--- src/rtl/spi_mon_pkg.sv ---
package spi_mon_pkg;

   // Two-bit chip-select level code used on the event outputs.
   typedef logic [1:0] cs_code_t;

   localparam cs_code_t CS_CODE_LOW     = 2'b00;
   localparam cs_code_t CS_CODE_HIGH    = 2'b01;
   localparam cs_code_t CS_CODE_UNKNOWN = 2'b10;

   function automatic cs_code_t cs_level_code(input logic lvl);
      return {1'b0, lvl};
   endfunction

endpackage

--- src/rtl/spi_mon_sync.sv ---
module spi_mon_sync #(
   parameter int N      = 4,
   parameter int STAGES = 2
) (
   input  logic         clk,
   input  logic         rst_n,
   input  logic [N-1:0] d,
   output logic [N-1:0] q
);

   if (STAGES < 2) begin : g_bad_stages
      $error("spi_mon_sync: STAGES must be at least 2");
   end
   if (N < 1) begin : g_bad_width
      $error("spi_mon_sync: N must be at least 1");
   end

   for (genvar b = 0; b < N; b++) begin : g_bit
      logic [STAGES-1:0] chain;
      always_ff @(posedge clk or negedge rst_n) begin
         if (!rst_n) chain <= '0;
         else        chain <= {chain[STAGES-2:0], d[b]};
      end
      assign q[b] = chain[STAGES-1];
   end

endmodule

--- src/rtl/spi_mon_lane.sv ---
module spi_mon_lane #(
   parameter int W  = 8,
   parameter int IW = 4
) (
   input  logic          clk,
   input  logic          rst_n,
   input  logic          clr,
   input  logic          take,
   input  logic          first,
   input  logic [IW-1:0] idx,
   input  logic          lsb_first,
   input  logic          bit_in,
   output logic [W-1:0]  word_nx
);

   if (W < 1) begin : g_bad_w
      $error("spi_mon_lane: W must be at least 1");
   end

   logic [W-1:0] acc;
   logic [W-1:0] hit;
   logic [W-1:0] base;

   // One decoder per bit position; order selects which index maps here.
   for (genvar p = 0; p < W; p++) begin : g_pos
      assign hit[p] = take & bit_in &
                      (lsb_first ? (idx == IW'(p)) : (idx == IW'(W - 1 - p)));
   end

   assign base    = (clr | (take & first)) ? '0 : acc;
   assign word_nx = base | hit;

   always_ff @(posedge clk or negedge rst_n) begin
      if (!rst_n) acc <= '0;
      else        acc <= word_nx;
   end

   // a chip-select change without a bit empties the partial word
   p_clear_on_cs_r5: assert property (@(posedge clk) disable iff (!rst_n)
      (clr && !take) |=> (acc == '0));

   // no sampling edge and no clear leaves the partial word untouched
   p_hold_no_edge_r1: assert property (@(posedge clk) disable iff (!rst_n)
      (!clr && !take) |=> $stable(acc));

endmodule

--- src/rtl/spi_mon_rate.sv ---
module spi_mon_rate #(
   parameter logic [63:0] NUM   = 64'd1600000000,
   parameter int          NUM_W = 31,
   parameter int          DEN_W = 32,
   parameter int          OUT_W = 32
) (
   input  logic             clk,
   input  logic             rst_n,
   input  logic             start,
   input  logic [DEN_W-1:0] den,
   output logic [OUT_W-1:0] rate,
   output logic             done
);

   localparam int IW = $clog2(NUM_W + 1);

   if (NUM_W < 2) begin : g_bad_num
      $error("spi_mon_rate: NUM_W must be at least 2");
   end
   if (NUM_W > OUT_W) begin : g_bad_out
      $error("spi_mon_rate: quotient does not fit OUT_W");
   end

   logic             busy;
   logic [IW-1:0]    steps;
   logic [NUM_W-1:0] numr;
   logic [NUM_W-1:0] quo;
   logic [DEN_W-1:0] rem;
   logic [DEN_W-1:0] dvs;
   logic [DEN_W:0]   rem2;
   logic [DEN_W:0]   diff;
   logic             ge;
   logic [NUM_W-1:0] quo_nx;

   assign rem2   = {rem, numr[NUM_W-1]};
   assign diff   = rem2 - {1'b0, dvs};
   assign ge     = (rem2 >= {1'b0, dvs});
   assign quo_nx = {quo[NUM_W-2:0], ge};

   // Restoring division, one quotient bit per cycle; a new start restarts it.
   always_ff @(posedge clk or negedge rst_n) begin
      if (!rst_n) begin
         busy  <= 1'b0;
         steps <= '0;
         numr  <= '0;
         quo   <= '0;
         rem   <= '0;
         dvs   <= '0;
         rate  <= '0;
         done  <= 1'b0;
      end else begin
         done <= 1'b0;
         if (start) begin
            busy  <= 1'b1;
            steps <= IW'(NUM_W);
            numr  <= NUM[NUM_W-1:0];
            quo   <= '0;
            rem   <= '0;
            dvs   <= den;
         end else if (busy) begin
            rem   <= ge ? diff[DEN_W-1:0] : rem2[DEN_W-1:0];
            quo   <= quo_nx;
            numr  <= {numr[NUM_W-2:0], 1'b0};
            steps <= steps - 1'b1;
            if (steps == IW'(1)) begin
               busy <= 1'b0;
               done <= 1'b1;
               rate <= OUT_W'(quo_nx);
            end
         end
      end
   end

   // each result is a single-cycle pulse
   p_rate_pulse_r10: assert property (@(posedge clk) disable iff (!rst_n)
      done |=> !done);

   // a result is only produced once the divider has gone idle
   p_rate_idle_r10: assert property (@(posedge clk) disable iff (!rst_n)
      done |-> !busy);

endmodule

--- src/rtl/spi_bus_monitor.sv ---
module spi_bus_monitor
   import spi_mon_pkg::*;
#(
   parameter int          WORD_BITS   = 8,
   parameter int          TS_W        = 32,
   parameter int          RATE_W      = 32,
   parameter logic [63:0] CLK_HZ      = 64'd200000000,
   parameter int          SYNC_STAGES = 2,
   parameter bit          HAS_MOSI    = 1'b1,
   parameter bit          HAS_MISO    = 1'b1,
   parameter bit          HAS_CS      = 1'b1
) (
   input  logic                 clk,
   input  logic                 rst_n,
   input  logic                 cfg_cpol,
   input  logic                 cfg_cpha,
   input  logic                 cfg_cs_act_high,
   input  logic                 cfg_lsb_first,
   input  logic                 bus_sclk,
   input  logic                 bus_mosi,
   input  logic                 bus_miso,
   input  logic                 bus_cs,
   output logic                 word_vld,
   output logic [WORD_BITS-1:0] word_mosi,
   output logic [WORD_BITS-1:0] word_miso,
   output logic                 word_mosi_ok,
   output logic                 word_miso_ok,
   output logic [TS_W-1:0]      word_t_start,
   output logic [TS_W-1:0]      word_t_end,
   output logic                 word_warn,
   output logic                 cs_evt_vld,
   output logic [1:0]           cs_evt_old,
   output logic [1:0]           cs_evt_new,
   output logic                 rate_vld,
   output logic [RATE_W-1:0]    rate_bps
);

   localparam int          CNT_W  = $clog2(WORD_BITS + 1);
   localparam int          FILL_W = $clog2(SYNC_STAGES + 1);
   localparam logic [63:0] NUM    = 64'(WORD_BITS) * CLK_HZ;
   localparam int          NUM_W  = $clog2(NUM + 64'd1);

   if (WORD_BITS < 1) begin : g_bad_word
      $error("spi_bus_monitor: WORD_BITS must be at least 1");
   end
   if (!(HAS_MOSI || HAS_MISO)) begin : g_no_lane
      $error("spi_bus_monitor: at least one data lane is required");
   end
   if (TS_W < 8) begin : g_bad_ts
      $error("spi_bus_monitor: TS_W must be at least 8");
   end
   if (CLK_HZ == 64'd0) begin : g_bad_hz
      $error("spi_bus_monitor: CLK_HZ must be non-zero");
   end

   // ---------------- input synchronisation ----------------
   logic [3:0] pins_s;
   logic       sclk_s, mosi_s, miso_s, cs_s;

   spi_mon_sync #(.N(4), .STAGES(SYNC_STAGES)) u_sync (
      .clk   (clk),
      .rst_n (rst_n),
      .d     ({bus_cs, bus_miso, bus_mosi, bus_sclk}),
      .q     (pins_s)
   );
   assign {cs_s, miso_s, mosi_s, sclk_s} = pins_s;

   // ---------------- arming after the synchronisers fill ----------------
   logic              armed;
   logic [FILL_W-1:0] fill;
   logic              arm_now;

   assign arm_now = !armed && (fill == FILL_W'(SYNC_STAGES));

   always_ff @(posedge clk or negedge rst_n) begin
      if (!rst_n) begin
         armed <= 1'b0;
         fill  <= '0;
      end else if (!armed) begin
         if (arm_now) armed <= 1'b1;
         else         fill  <= fill + 1'b1;
      end
   end

   // ---------------- edge detection ----------------
   logic prev_sclk, prev_cs;
   logic rise, fall, samp;
   logic cs_chg, cs_inact;
   cs_code_t cs_now_code;

   always_ff @(posedge clk or negedge rst_n) begin
      if (!rst_n) begin
         prev_sclk <= 1'b0;
         prev_cs   <= 1'b0;
      end else begin
         prev_sclk <= sclk_s;
         prev_cs   <= cs_s;
      end
   end

   assign rise = armed &  sclk_s & ~prev_sclk;
   assign fall = armed & ~sclk_s &  prev_sclk;
   assign samp = (cfg_cpol ^ cfg_cpha) ? fall : rise;

   if (HAS_CS) begin : g_cs
      assign cs_chg      = armed & (cs_s ^ prev_cs);
      assign cs_inact    = cfg_cs_act_high ? ~cs_s : cs_s;
      assign cs_now_code = cs_level_code(cs_s);
   end else begin : g_no_cs
      assign cs_chg      = 1'b0;
      assign cs_inact    = 1'b0;
      assign cs_now_code = CS_CODE_UNKNOWN;
   end

   // ---------------- bit counting ----------------
   logic [CNT_W-1:0] cnt;
   logic [CNT_W-1:0] eff_cnt;
   logic             first_bit, last_bit, done;

   assign eff_cnt   = cs_chg ? '0 : cnt;
   assign first_bit = (eff_cnt == '0);
   assign last_bit  = (eff_cnt == CNT_W'(WORD_BITS - 1));
   assign done      = samp & last_bit;

   always_ff @(posedge clk or negedge rst_n) begin
      if (!rst_n)      cnt <= '0;
      else if (samp)   cnt <= last_bit ? '0 : eff_cnt + 1'b1;
      else if (cs_chg) cnt <= '0;
   end

   // ---------------- data lanes ----------------
   logic [WORD_BITS-1:0] mosi_nx, miso_nx;

   if (HAS_MOSI) begin : g_mosi
      spi_mon_lane #(.W(WORD_BITS), .IW(CNT_W)) u_lane (
         .clk       (clk),
         .rst_n     (rst_n),
         .clr       (cs_chg),
         .take      (samp),
         .first     (first_bit),
         .idx       (eff_cnt),
         .lsb_first (cfg_lsb_first),
         .bit_in    (mosi_s),
         .word_nx   (mosi_nx)
      );
   end else begin : g_no_mosi
      assign mosi_nx = '0;
   end

   if (HAS_MISO) begin : g_miso
      spi_mon_lane #(.W(WORD_BITS), .IW(CNT_W)) u_lane (
         .clk       (clk),
         .rst_n     (rst_n),
         .clr       (cs_chg),
         .take      (samp),
         .first     (first_bit),
         .idx       (eff_cnt),
         .lsb_first (cfg_lsb_first),
         .bit_in    (miso_s),
         .word_nx   (miso_nx)
      );
   end else begin : g_no_miso
      assign miso_nx = '0;
   end

   assign word_mosi_ok = HAS_MOSI;
   assign word_miso_ok = HAS_MISO;

   // ---------------- timestamps ----------------
   logic [TS_W-1:0] now;
   logic [TS_W-1:0] t_first;
   logic [TS_W-1:0] t0_eff;
   logic [TS_W-1:0] span;
   logic            warn_acc;

   assign t0_eff = first_bit ? now : t_first;
   assign span   = now - t0_eff;

   always_ff @(posedge clk or negedge rst_n) begin
      if (!rst_n) begin
         now      <= '0;
         t_first  <= '0;
         warn_acc <= 1'b0;
      end else begin
         now <= now + 1'b1;
         if (samp && first_bit) begin
            t_first  <= now;
            warn_acc <= cs_inact;
         end
      end
   end

   // ---------------- word output ----------------
   always_ff @(posedge clk or negedge rst_n) begin
      if (!rst_n) begin
         word_vld     <= 1'b0;
         word_mosi    <= '0;
         word_miso    <= '0;
         word_t_start <= '0;
         word_t_end   <= '0;
         word_warn    <= 1'b0;
      end else begin
         word_vld <= done;
         if (done) begin
            word_mosi    <= mosi_nx;
            word_miso    <= miso_nx;
            word_t_start <= t0_eff;
            word_t_end   <= now + span;
            word_warn    <= first_bit ? cs_inact : warn_acc;
         end
      end
   end

   // ---------------- chip-select events ----------------
   always_ff @(posedge clk or negedge rst_n) begin
      if (!rst_n) begin
         cs_evt_vld <= 1'b0;
         cs_evt_old <= CS_CODE_UNKNOWN;
         cs_evt_new <= CS_CODE_UNKNOWN;
      end else begin
         cs_evt_vld <= arm_now | cs_chg;
         if (arm_now) begin
            cs_evt_old <= CS_CODE_UNKNOWN;
            cs_evt_new <= cs_now_code;
         end else if (cs_chg) begin
            cs_evt_old <= cs_level_code(prev_cs);
            cs_evt_new <= cs_now_code;
         end
      end
   end

   // ---------------- bit rate ----------------
   spi_mon_rate #(
      .NUM   (NUM),
      .NUM_W (NUM_W),
      .DEN_W (TS_W),
      .OUT_W (RATE_W)
   ) u_rate (
      .clk   (clk),
      .rst_n (rst_n),
      .start (done),
      .den   (span + TS_W'(1)),
      .rate  (rate_bps),
      .done  (rate_vld)
   );

   // ---------------- assertions ----------------
   // the bit counter never reaches the word length
   p_cnt_range_r3: assert property (@(posedge clk) disable iff (!rst_n)
      cnt < CNT_W'(WORD_BITS));

   // without a serial-clock change or a chip-select change, no bit is counted
   p_no_edge_no_bit_r1: assert property (@(posedge clk) disable iff (!rst_n)
      (sclk_s == prev_sclk && !cs_chg) |=> $stable(cnt));

   // every event after the initial one reports a real level change
   p_evt_change_r5: assert property (@(posedge clk) disable iff (!rst_n)
      (cs_evt_vld && cs_evt_old != CS_CODE_UNKNOWN) |-> (cs_evt_old != cs_evt_new));

   // arming produces the initial event with an unknown old level
   p_init_event_r6: assert property (@(posedge clk) disable iff (!rst_n)
      arm_now |=> (cs_evt_vld && cs_evt_old == CS_CODE_UNKNOWN));

   // the end stamp lies an even number of cycles after the start stamp
   p_span_even_r9: assert property (@(posedge clk) disable iff (!rst_n)
      word_vld |-> (((word_t_end - word_t_start) & TS_W'(1)) == '0));

endmodule

--- config.mk ---
export PLATFORM = sky130hd
export DESIGN_NAME = spi_bus_monitor
export DESIGN_NICKNAME = d
export VERILOG_FILES = /design/src/rtl/spi_mon_pkg.sv /design/src/rtl/spi_mon_sync.sv /design/src/rtl/spi_mon_lane.sv /design/src/rtl/spi_mon_rate.sv /design/src/rtl/spi_bus_monitor.sv
export SDC_FILE = /design/constraint.sdc
export NUM_CORES = 1
export LEC_CHECK = 0
export BUFFER_PORTS_ARGS = -buffer_cell sky130_fd_sc_hd__buf_2
export CAP_MARGIN = 20
export CORE_UTILIZATION = 56
export CTS_CLUSTER_SIZE = 12
export DETAILED_ROUTE_END_ITERATION = 6
export PLACE_DENSITY = 0.78
export SLEW_MARGIN = 20
export SYNTH_ARGS = -nofsm -noshare
export SYNTH_HDL_FRONTEND = slang
export SYNTH_SLANG_ARGS = --single-unit
--- constraint.sdc ---
create_clock -name clk -period 7 [get_ports clk]
set_input_delay 1.4 -clock clk [delete_from_list [all_inputs] [get_ports clk]]
set_output_delay 1.4 -clock clk [all_outputs]
set_load 0.005 [all_outputs]
Word-level counts from Yosys, hierarchy flattened --
Cells that the tools add are included.
Cells by class: $add $sub $neg 8, order comparisons 1, bitwise operators 37, eq/ne operators 9, multiplexer cells 38, reductions and logical operators 8
Operators by type and width (number):
- 32-bit 2-to-1 mux | 4
- 32-bit by 1-bit adder with 32-bit output (second input constant) | 2
- 32-bit subtractor | 2
- 31-bit 2-to-1 mux | 2
- 30-bit 2-to-1 mux | 2
- 33-bit by 32-bit >= comparator with 1-bit output | 1
- 32-bit adder | 1
- 1-bit AND | 25
- 1-bit 2-to-1 mux | 19
- 4-bit by 3-bit == test with 1-bit output (second input constant) | 4
- 8-bit 2-to-1 mux | 2
- 8-bit bitwise OR | 2
- 4-bit 2-to-1 mux | 3
- 5-bit 2-to-1 mux | 2
- 4-bit by 2-bit == test with 1-bit output (second input constant) | 2
- 2-bit 2-to-1 mux | 4
- 1-bit inverter | 6
- 5-bit by 1-bit == test with 1-bit output (second input constant) | 1
- 5-bit by 1-bit subtractor with 5-bit output (second input constant) | 1
- 4-bit by 1-bit adder with 4-bit output (second input constant) | 1
- 4-bit by 1-bit == test with 1-bit output (second input constant) | 1
- 4-bit zero test | 1
- 2-bit nonzero test | 2
- 3-bit AND reduction | 1
- other kinds (7) | 10
Storage, ports and cells: output and inout port bits 122, bits of input ports 10, flip-flop bits (word level) 348

Logic depth before layout (Yosys ltp) --
Gate-level depths: netlist (run 1).
word-level depth 8, gate-level depth with buffers 36, mapped depth without buffers 32

Cells and area by module --
From an unflattened synthesis (run 1), not the netlist that was laid out.
Second synthesis, totals: cells, all modules 2157, area, all modules 19881.6 sq um
Modules (own cells, without submodules):
- spi_bus_monitor | cells each 1201, times used 1, seq. area each 4031.4 sq um, area an instance 10807.9 sq um
- spi_mon_rate | cells each 860, times used 1, seq. area each 3778.6 sq um, area an instance 8042.7 sq um
- spi_mon_lane | cells each 42, times used 2, seq. area each 200.2 sq um, area an instance 400.4 sq um
- spi_mon_sync | cells each 12, times used 1, seq. area each 200.2 sq um, area an instance 230.2 sq um

Worst setup path after synthesis (run 1) --
Ideal clock, no wire load.
path type flip-flop to flip-flop, start register u_sync.g_bit[3].chain[1], end register word_t_end[30], buffers on the path 6, period minus slack after synthesis 7.507 ns, library setup time 0.135 ns, data arrival time 7.372 ns, slack -0.507 ns, cell stages (with the launch flop) 36, path through dfrtp_1 > xor2_2 > nand2_1 > nand2_1 > ha_1 > or3b_4 > o21ai_4 > clkbuf_8 > buf_2 > clkbuf_8 > clkbuf_1 > clkbuf_1 > mux2i_1 > ha_1 > clkbuf_8 > a21oi_1 > o211ai_1 > o21ai_0 > or2_2 > nand4_1 > a31oi_1 > nor3_1 > o31a_2 > inv_1 > ha_1 > a21oi_1 > nand2b_1 > or2_2 > nand3_1 > o31ai_1 > a21oi_1 > a21oi_1 > a211o_1 > a21oi_1 > xor2_1 > o21ai_0
Between the ends: longest elaborated chain between the ends 7, elaborated cells on any way between the ends 9, classes of those cells 2 x add/sub; 1 x eq/ne; 2 x mux; 3 x bitwise; 1 x reduce/logical
RTL lines:
- start: declaration | line spi_mon_sync.sv:19 | logic [STAGES-1:0] chain;
- start signal: assignment | line spi_mon_sync.sv:22 | else chain <= {chain[STAGES-2:0], d[b]};
- 1-bit bitwise XOR (*) | line spi_bus_monitor.sv:106 | assign cs_chg = armed & (cs_s ^ prev_cs);
- 1-bit AND (*) | line spi_bus_monitor.sv:106
- 4-bit 2-to-1 mux (*)
- 4-bit zero test | line spi_bus_monitor.sv:121 | assign first_bit = (eff_cnt == '0);
- 32-bit 2-to-1 mux | line spi_bus_monitor.sv:176 | assign t0_eff = first_bit ? now : t_first;
- 32-bit subtractor | line spi_bus_monitor.sv:177 | assign span = now - t0_eff;
- 32-bit adder | line spi_bus_monitor.sv:208 | word_t_end <= now + span;
- end signal: assignment | line spi_bus_monitor.sv:208
- end: declaration | line spi_bus_monitor.sv:29 | output logic [TS_W-1:0] word_t_end,
Every way passes the cells marked *; elsewhere a longest branch is shown, timed or not. A chain may end at the register's enable or synchronous reset.

Final worst setup path (run 1) --
start register prev_cs, end register word_t_end[30]
Between the ends: longest elaborated chain between the ends 7, elaborated cells on any way between the ends 9, classes of those cells 2 x add/sub; 1 x eq/ne; 2 x mux; 3 x bitwise; 1 x reduce/logical
RTL lines:
- start: declaration | line spi_bus_monitor.sv:86 | logic prev_sclk, prev_cs;
- start signal: assignment | line spi_bus_monitor.sv:97 | prev_cs <= cs_s;
- 1-bit bitwise XOR (*) | line spi_bus_monitor.sv:106
- 1-bit AND (*) | line spi_bus_monitor.sv:106
- 4-bit 2-to-1 mux (*)
- 4-bit zero test | line spi_bus_monitor.sv:121
- 32-bit 2-to-1 mux | line spi_bus_monitor.sv:176
- 32-bit subtractor | line spi_bus_monitor.sv:177
- 32-bit adder | line spi_bus_monitor.sv:208
Marks and branches as above.

==> results of run 1 <==
==> final timing paths <==
check | end | slack, ps | depth (start not counted)
max in group asynchronous | t_first[31] | 4920 | 2
setup / recovery | word_t_end[30] | 400 | 29
hold reg to reg | u_sync.g_bit[1].chain[1] | 350 | 0
setup reg to reg | word_t_end[30] | 400 | 29
hold / removal | u_sync.g_bit[1].chain[1] | 350 | 0
min in group asynchronous | u_rate.numr[27] | 880 | 1
==> flip-flops by register name, indices dropped and copies added (netlist names), 2 cells and up <==
name / count
word_mosi: 8
fill: 2
cs_evt_old: 2
word_t_end: 32
word_t_start: 32
u_rate.steps: 5
t_first: 32
cs_evt_new: 2
u_rate.dvs: 32
word_miso: 8
u_rate.quo: 30
now: 32
g_miso.u_lane.acc: 8
g_mosi.u_lane.acc: 8
u_rate.rate: 31
cnt: 4
u_sync.g_bit.chain: 8
u_rate.rem: 32
u_rate.numr: 19
==> Yosys cell counts, drive strengths merged (16+ instances only) <==
master,count,area (µm²)
a31oi,35,234
and3,19,120
nor2b,20,125
xnor2,82,733
o21a,16,121
xor2,65,584
dfrtp,334,8360
nor2,184,691
clkbuf,85,359
nand2,238,893
a21o,32,241
ha,97,1210
nand4,18,113
nor3,35,186
inv,98,368
buf,17,111
nand3,57,285
nand2b,20,125
mux2i,73,731
o21ai,171,867
nor4,16,113
a21oi,166,831
mux2,65,732
==> power by group <==
part / internal [mW] / switching, mW
Combinational: 1.13 / 1.46
Clock: 1.10 / 0.784
Sequential: 2.23 / 0.245
Total: 4.47 / 2.49
==> metal layers <==
layer / vias up / global-route usage [%] / wire, µm
li1: 7710 / - / -
met1: 7593 / 36.0 / 21700
met2: 369 / 43.1 / 21700
met3: 68 / 4.08 / 2040
met4: 0 / 8.03 / 1120
met5: - / 0 / 0
==> kinds of logic (layout without fill, tap and decap cells) <==
family,count (synthesis),after routing
buf+inv,202,317
flops,336,336
simple gates,667,667
compound gates,531,531
fa+ha+maj,108,108
other cells,2,3
mux,138,138
xor+xnor,147,147
==> worst max-delay path, delay by kind of cell (launching register included) <==
kind                     cells  cell delay (ps)
buffers and inverters        1               80
adder cells (fa/ha/maj)      3              880
AND/OR/NAND/NOR              9             1700
flip-flops                   1              500
multiplexers                 1              290
AO/OA/AOI/OAI               13             2590
XOR/XNOR                     2              400
==> final cells by class <==
type | count | area [µm²] | share of cell area, %
Clock buffer | 56 | 1080 | 4.90
Sequential cell | 336 | 8420 | 38.2
Multi-Input combinational cell | 1594 | 10600 | 48.2
Timing Repair Buffer | 155 | 866 | 3.93
Tap cell | 455 | 569 | 2.59
Inverter | 99 | 375 | 1.71
Clock inverter | 7 | 88.8 | 0.404
==> metrics by stage <==
step | hold slack, ps | instance area [µm²]
after floorplan | 331 | 19800
after global placement | 333 | 20800
after global routing | 353 | 22000
final | 348 | 22000
after CTS | 348 | 21900
after detailed placement | 335 | 20800
==> what timing repair did <==
action | in CTS | in global routing
endpoints found under the setup margin | 0 | 8
gates resized for setup | 0 | 14
hold buffers | 0 | 0
endpoints found under the hold margin | 0 | 0
==> out/qor.yml, run 1 <==
logic_synthesis:
  synthAdderAreaFrac_pct: 6.79
  synth_top_family_by_area: "compound AO/OA/AOI/OAI gates"
  synth-main-ff-cell: "dfrtp_1"
  synth_compound_area_share_pct: 16.5
  ys_async_sr_fraction_pct: 100
  synth_area_um2: 19800
  yosysWarningCount: 0
  synth_xor_area_share_pct: 6.65
  synthMuxAreaShare_pct: 7.39
  synth_cell_type_count: 95
  synthCells: 2131
  synth_edf_count: 0
  syn_area_per_cell_um2: 9.29
  ys_seq_area_share_pct: 42.5
  synth_simple_gate_area_share_pct: 15.7
  ys_ff_latch: 336
cts:
  cts_tree: "done"
  root_buffer: "clkbuf_16"
  numCtsBuffers: 37
  path_clk_slew_ps: 60
  h-tree-depth: 2
  cts_setup_buffers: 0
  numClockSinks: 336
  clk_latency_ps: 560
  cts_buffer_depth: 3
min_path:
  holdCritPathClass: "reg2reg"
  hp-start: "u_sync.g_bit[1].chain[0]"
setup_path:
  timing.rr.start: "prev_cs"
  path_class: "reg2reg"
  cp_slowest_stage_delay_ps: 500
  worstSetupEndpointType: "flop"
  path_max_fanout: 8
  cp-startpoint: "prev_cs"
  crit_arrival_ps: 7000
  crit_slowest_cell: "dfrtp_1"
  crit_top_cell: "a21oi_1"
  startpoint_type: "flop"
  worstPathRequired_ps: 7400
power_and_ir_drop:
  total_power_mw: 6.96
  powerDensity_nw_per_um2: 316
  p_leak_nw: 10.4
  vdd_drop_max_mv: 0.246
finish:
  final_cell_mix: "dfrtp_1 (332), nand2_1 (234), nor2_1 (184), o21ai_0 (169), a21oi_1 (163)"
  layout-drive-gt1-share_pct: 14.7
  final_core_util_pct: 63.5
  synthToLayoutAreaGrowth_pct: 11.1
  finalNetCount: 2332
  antenna_cells: 0
  n_fill_cell: 2856
  layout_commonest_cell: "dfrtp_1"
  layout.cells.non_filler: 2702
sta:
  report.final.slew_viol_count: 0
  finalCriticalPeriod_ps: 6600
  setup_viol: 0
  slew-limit-headroom_pct: 33.7
  finClkSkew_ps: 18.0
  tightest_slew_ps: 989
  hold_violations: 0
  max_freq_mhz: 152
  tns_ps: 0
  layout_setup_ws_ps: 402
  post-route-period-util_pct: 94.3
floorplanning:
  io_pins: 132
  die_area_um2: 36100
  die_x_um: 190
  die_y_um: 190
  start_util_pct: 57.2
  core_area_um2: 34600
  row_count: 68
placed_design:
  dp_hpwl_mm: 33.3
  gp_congestion: 0.923
  place_ws_ps: 64.3
  placed_cells_incl_taps: 2639
  portBuffers: 128
global_route:
  grt_pass1_vias: 15300
  antenna_found_initial: 0
  grt.overflow.total: 0
  grt_max_degree: 139
  groute.usage.overall_pct: 26.3
  grt_pass1_wl_mm: 77.0
routing:
  dr.pass1.iters: 5
  ant_nets: 0
  wire_per_inst_um: 17.2
  dr_total_vias: 15700
  drt-total-wl_mm: 46.5
  drt_iter0_drc: 936
  viasPerCell: 5.83
  drc: 0
run:
  drv_cap: 0
run_status:
  status: "completed"
Note: power is estimated with default switching activity, not from simulation.
==> inputs of run 2 (changes only) <==
Settings changed: HOLD_SLACK_MARGIN from default to 0.06.
Clock period 7 ns to 5.47 ns, I/O delays scaled along.
==> out/qor.yml, run 2 (synthesis results as in run 1) <==
placed_design:
  dp_hpwl_mm: 35.5
  portBuffers: 128
  placed_cells_incl_taps: 2793
  place_ws_ps: -173
  gp_congestion: 0.939
  dpl_cell_area_um2: 22300
routing:
  drt_iter0_drc: 1002
  viasPerCell: 5.76
  wire_per_inst_um: 17.2
  dr_total_vias: 16500
  drt-total-wl_mm: 49.2
  drc: 0
  dr.pass1.iters: 5
  ant_nets: 0
floorplanning:
  die_x_um: 190
  row_count: 68
  io_pins: 132
  die_y_um: 190
  die_area_um2: 36100
  core_area_um2: 34600
  start_util_pct: 57.2
global_route:
  antenna_found_initial: 0
  grt.overflow.total: 0
  grt_pass1_wl_mm: 80.3
  grt_pass1_vias: 16300
  grt_max_degree: 108
  groute.usage.overall_pct: 27.3
sta:
  slew-limit-headroom_pct: 47.6
  report.final.slew_viol_count: 0
  tns_ps: -466
  tightest_slew_ps: 786
  rsz0062_at_grt: "yes"
  layout_setup_ws_ps: -118
  max_freq_mhz: 179
  setup_viol: 5
  hold_violations: 0
  finClkSkew_ps: 23.2
  post-route-period-util_pct: 102
  finalCriticalPeriod_ps: 5590
  hold_ws_ps: 345
cts:
  numClockSinks: 336
  cts_buffer_depth: 3
  root_buffer: "clkbuf_16"
  cts_tree: "done"
  numCtsBuffers: 36
  h-tree-depth: 2
  clk_latency_ps: 560
  path_clk_slew_ps: 60
setup_path:
  worstSetupEndpointType: "flop"
  cp_num_buf_inv: 2
  timing.rr.start: "prev_cs"
  startpoint_type: "flop"
  path_class: "reg2reg"
  worstPathRequired_ps: 5880
  worstReg2RegEnd: "word_t_end[30]"
  cp_slowest_stage_delay_ps: 570
  rrSetupSlack_ps: -120
  path_max_fanout: 5
  crit_arrival_ps: 6000
  critPathTopFamily: "simple AND/OR/NAND/NOR gates"
  crit_slowest_cell: "or4_4"
  r2r_cells: 28
run_status:
  status: "finished, violations left"
  violations: "setup timing"
finish:
  final_core_util_pct: 69.2
  multi_input_area_um2: 11200
  antenna_cells: 0
  layout.cells.non_filler: 2866
  synthToLayoutAreaGrowth_pct: 21.0
  final_cell_mix: "dfrtp_1 (331), nand2_1 (232), buf_4 (184), nor2_1 (182), o21ai_0 (154)"
  seqCellArea_um2: 8420
  fin_area_um2: 24000
  n_fill_cell: 2549
  layout-drive-gt1-share_pct: 23.6
  finalNetCount: 2500
  layout_commonest_cell: "dfrtp_1"
min_path:
  holdPathEnd: "u_sync.g_bit[2].chain[1]"
  hp-start: "u_sync.g_bit[2].chain[0]"
  hold_path_depth: 0
  holdCritPathClass: "reg2reg"
power_and_ir_drop:
  total_power_mw: 9.52
  p_leak_nw: 11.4
  powerDensity_nw_per_um2: 397
  vdd_drop_max_mv: 0.321
run:
  drv_cap: 0
-- run 2: final cells by class --
cell class              instances  share of cell area (%)
inverters                      99                    1.57
multi-input cells            1594                    46.8
repair buffers                324                    9.40
clock buffers                  51                    4.20
clock inverters                 7                   0.491
well taps                     455                    2.38
flip-flops and latches        336                    35.1
-- run 2: worst max-delay path by stage --
| stage | cells past startpoint | slack (ps) | end | startpoint |
|---|---|---|---|---|
| floorplan | 33 | -690 | word_t_end[30] | prev_cs |
| global placement | 25 | -20 | word_t_end[30] | prev_cs |
| detailed placement | 25 | -170 | word_t_end[30] | prev_cs |
| CTS | 31 | -100 | word_t_end[30] | u_sync.g_bit[3].chain[1] |
| global route | 31 | -400 | word_t_end[30] | prev_cs |
| finish | 28 | -120 | word_t_end[30] | prev_cs |
-- run 2: repair_timing --
| item | in CTS | in global routing |
|---|---|---|
| gates resized for setup | 17 | 57 |
| setup endpoints to repair | 6 | 17 |
| endpoints found under the hold margin | 0 | 0 |
| pin swaps | 13 | 26 |
| buffers inserted | 4 | 11 |
| gates cloned | 0 | 1 |
| hold buffers | 0 | 0 |
-- run 2: per-layer routing --
layer  wire [µm]  GRT usage, %  part of all wire [%]  vias up
met5           0             0                     0        -
met4        1350          9.03                   2.7        0
met3        2150          4.15                   4.4      101
met2       23800          45.9                    48      408
met1       22000          36.1                    45     7973
li1            -             -                     -     8012
-- run 2: where the power goes --
group / switching [mW] / internal (mW)
Clock: 0.977 / 1.38
Combinational: 2.06 / 1.91
Sequential: 0.327 / 2.86
Total: 3.37 / 6.15
==> inputs of run 3 (changes only) <==
Settings changed: ABC_AREA from default to 1.
==> out/qor.yml, run 3 <==
logic_synthesis:
  synth_top_area_cell: "dfrtp_1"
  synth_xor_area_share_pct: 4.26
  ys_top_cells_by_count: "nand2_1 (769), dfrtp_1 (334), inv_1 (284), o21ai_0 (268), nor2_1 (148)"
  synth_cell_type_count: 59
  synthCells: 2606
  ys_async_sr_fraction_pct: 100
  synth_compound_area_share_pct: 13.5
  ys_seq_area_share_pct: 42.1
  synth-main-ff-cell: "dfrtp_1"
  yosysMostFrequentCell: "nand2_1"
  ys_top_cells_by_area: "dfrtp_1 (42%), nand2_1 (14%), o21ai_0 (6.7%)"
  synth_top_family_by_area: "simple AND/OR/NAND/NOR gates"
  synth_edf_count: 0
  yosysWarningCount: 0
  synthMuxAreaShare_pct: 0
  synth_simple_gate_area_share_pct: 26.4
  syn_area_per_cell_um2: 7.66
  synth_area_um2: 20000
  synthAdderAreaFrac_pct: 6.28
  ys_ff_latch: 336
  synth_top_area_share_pct: 41.9
placed_design:
  placed_cells_incl_taps: 3141
  dp_hpwl_mm: 40.2
  dpl_cell_area_um2: 21100
  gp_congestion: 1.01
  portBuffers: 128
power_and_ir_drop:
  p_leak_nw: 11.8
  vdd_drop_max_mv: 0.346
  powerDensity_nw_per_um2: 452
  total_power_mw: 10.2
routing:
  wire_per_inst_um: 16.9
  dr.pass1.iters: 7
  drt-total-wl_mm: 54.3
  drc: 0
  ant_nets: 0
  viasPerCell: 5.57
  dr_total_vias: 17900
  drt_iter0_drc: 1378
finish:
  fin_area_um2: 22500
  layout.cells.non_filler: 3211
  final_cell_mix: "nand2_1 (765), dfrtp_1 (333), inv_1 (283), o21ai_0 (253), nor2_1 (144)"
  n_fill_cell: 3060
  finalNetCount: 2839
  seqCellArea_um2: 8410
  synthToLayoutAreaGrowth_pct: 12.9
  antenna_cells: 0
  layout-drive-gt1-share_pct: 13.2
  layout_commonest_cell: "nand2_1"
  multi_input_area_um2: 10200
  final_core_util_pct: 64.8
setup_path:
  path_max_fanout: 20
  crit_arrival_ps: 5560
  startpoint_type: "flop"
  cp_slowest_stage_delay_ps: 480
  worstSetupEndpointType: "flop"
  crit_top_cell: "nand2_1"
  path_class: "reg2reg"
  worstPathRequired_ps: 5870
  crit_slowest_cell: "or4_1"
sta:
  setup_viol: 0
  finalCriticalPeriod_ps: 5160
  finClkSkew_ps: 20.1
  max_freq_mhz: 194
  report.final.slew_viol_count: 0
  tightest_slew_ps: 1050
  post-route-period-util_pct: 94.3
  rsz0062_at_grt: "yes"
  slew-limit-headroom_pct: 30.0
  hold_violations: 0
global_route:
  grt_max_degree: 114
  groute.usage.overall_pct: 30.3
  antenna_found_initial: 0
  grt_pass1_wl_mm: 87.1
  grt_pass1_vias: 16800
  grt.overflow.total: 0
run_status:
  status: "completed"
cts:
  holdBufCountCts: 0
  root_buffer: "clkbuf_16"
  cts_tree: "done"
  numClockSinks: 336
  numCtsBuffers: 38
  h-tree-depth: 2
  cts_buffer_depth: 3
  path_clk_slew_ps: 50
  clk_latency_ps: 560
floorplanning:
  die_x_um: 191
  die_y_um: 191
  io_pins: 132
  start_util_pct: 57.4
  row_count: 68
  die_area_um2: 36400
  core_area_um2: 34800
run:
  drv_cap: 0
min_path:
  holdCritPathClass: "reg2reg"
-- run 3: cell count changes in the layout (fill, tap and decap cells not counted), moves of 33 or more --
cell | before | now
inv_1 | 94 | 283
o21ai_0 | 154 | 253
xnor2_1 | 77 | 36
nand2_2 | 1 | 34
nand3_1 | 53 | 124
mux2_2 | 65 | 0
buf_4 | 184 | 28
nand2_1 | 232 | 765
nor2_1 | 182 | 144
mux2i_1 | 66 | 0
-- run 3: layout make-up --
| cell class | instances | area share, % |
|---|---|---|
| sequential | 336 | 37.3 |
| inverter | 304 | 5.10 |
| clock inverter | 11 | 0.727 |
| tap | 455 | 2.53 |
| clock buffer | 55 | 4.91 |
| timing repair buffer | 161 | 4.16 |
| multi-input combinational | 1889 | 45.2 |
-- run 3: worst paths after layout --
kind	end	start	slack, ps	depth (start not counted)
max reg2reg	word_t_end[29]	prev_cs	310	29
max in group asynchronous	u_rate.rate[16]	rst_n	3800	2
min	u_sync.g_bit[2].chain[1]	u_sync.g_bit[2].chain[0]	360	0
min in group asynchronous	u_rate.rem[8]	rst_n	470	1
min reg2reg	u_sync.g_bit[2].chain[1]	u_sync.g_bit[2].chain[0]	360	0
max	word_t_end[29]	prev_cs	310	29
-- run 3: power by group --
group	switching, mW	leakage [nW]	total, mW	internal [mW]
Clock	1.03	0.610	2.59	1.55
Sequential	0.293	4.26	3.27	2.98
Combinational	2.82	6.94	4.32	1.50
-- run 3: repair_timing --
action                                  in CTS  in global routing
resized for setup                            0                 50
endpoints found under the setup margin       0                 18
endpoints found under the hold margin        0                  0
setup buffers                                0                  4
-- run 3: per-stage QoR --
step / setup TNS (ps) / hold slack (ps) / setup WS [ps]
CTS: 0 / 355 / 8.00
detailed placement: 0 / 339 / 20.8
global placement: 0 / 335 / 259
floorplan: 0 / 331 / 573
finish: 0 / 355 / 314
global route: -95.8 / 363 / -52.5
-- run 3: metal layers --
layer	up-vias	part of all wire [%]	global-route usage, %
li1	8711	-	-
met1	8527	46	43.4
met2	544	46	47.5
met3	98	5.6	3.26
met4	0	2.9	10.5
met5	-	0	0
-- run 3: critical path, delay by kind of cell (launching register included) --
kind | cells | cell delay, ps
AND/OR/NAND/NOR | 17 | 2340
adder cells (fa/ha/maj) | 3 | 990
buffers and inverters | 5 | 700
AO/OA/AOI/OAI | 4 | 580
flip-flops | 1 | 400
-- run 3: logic make-up (layout without fill, tap and decap cells) --
kind of cell,Yosys count,after routing
xor gates and xnor gates,97,97
AOI/OAI and AO/OA,493,493
adders and majority gates,99,99
DFF,336,336
and+or+nand+nor,1197,1197
other,2,3
buffers and inverters,382,531
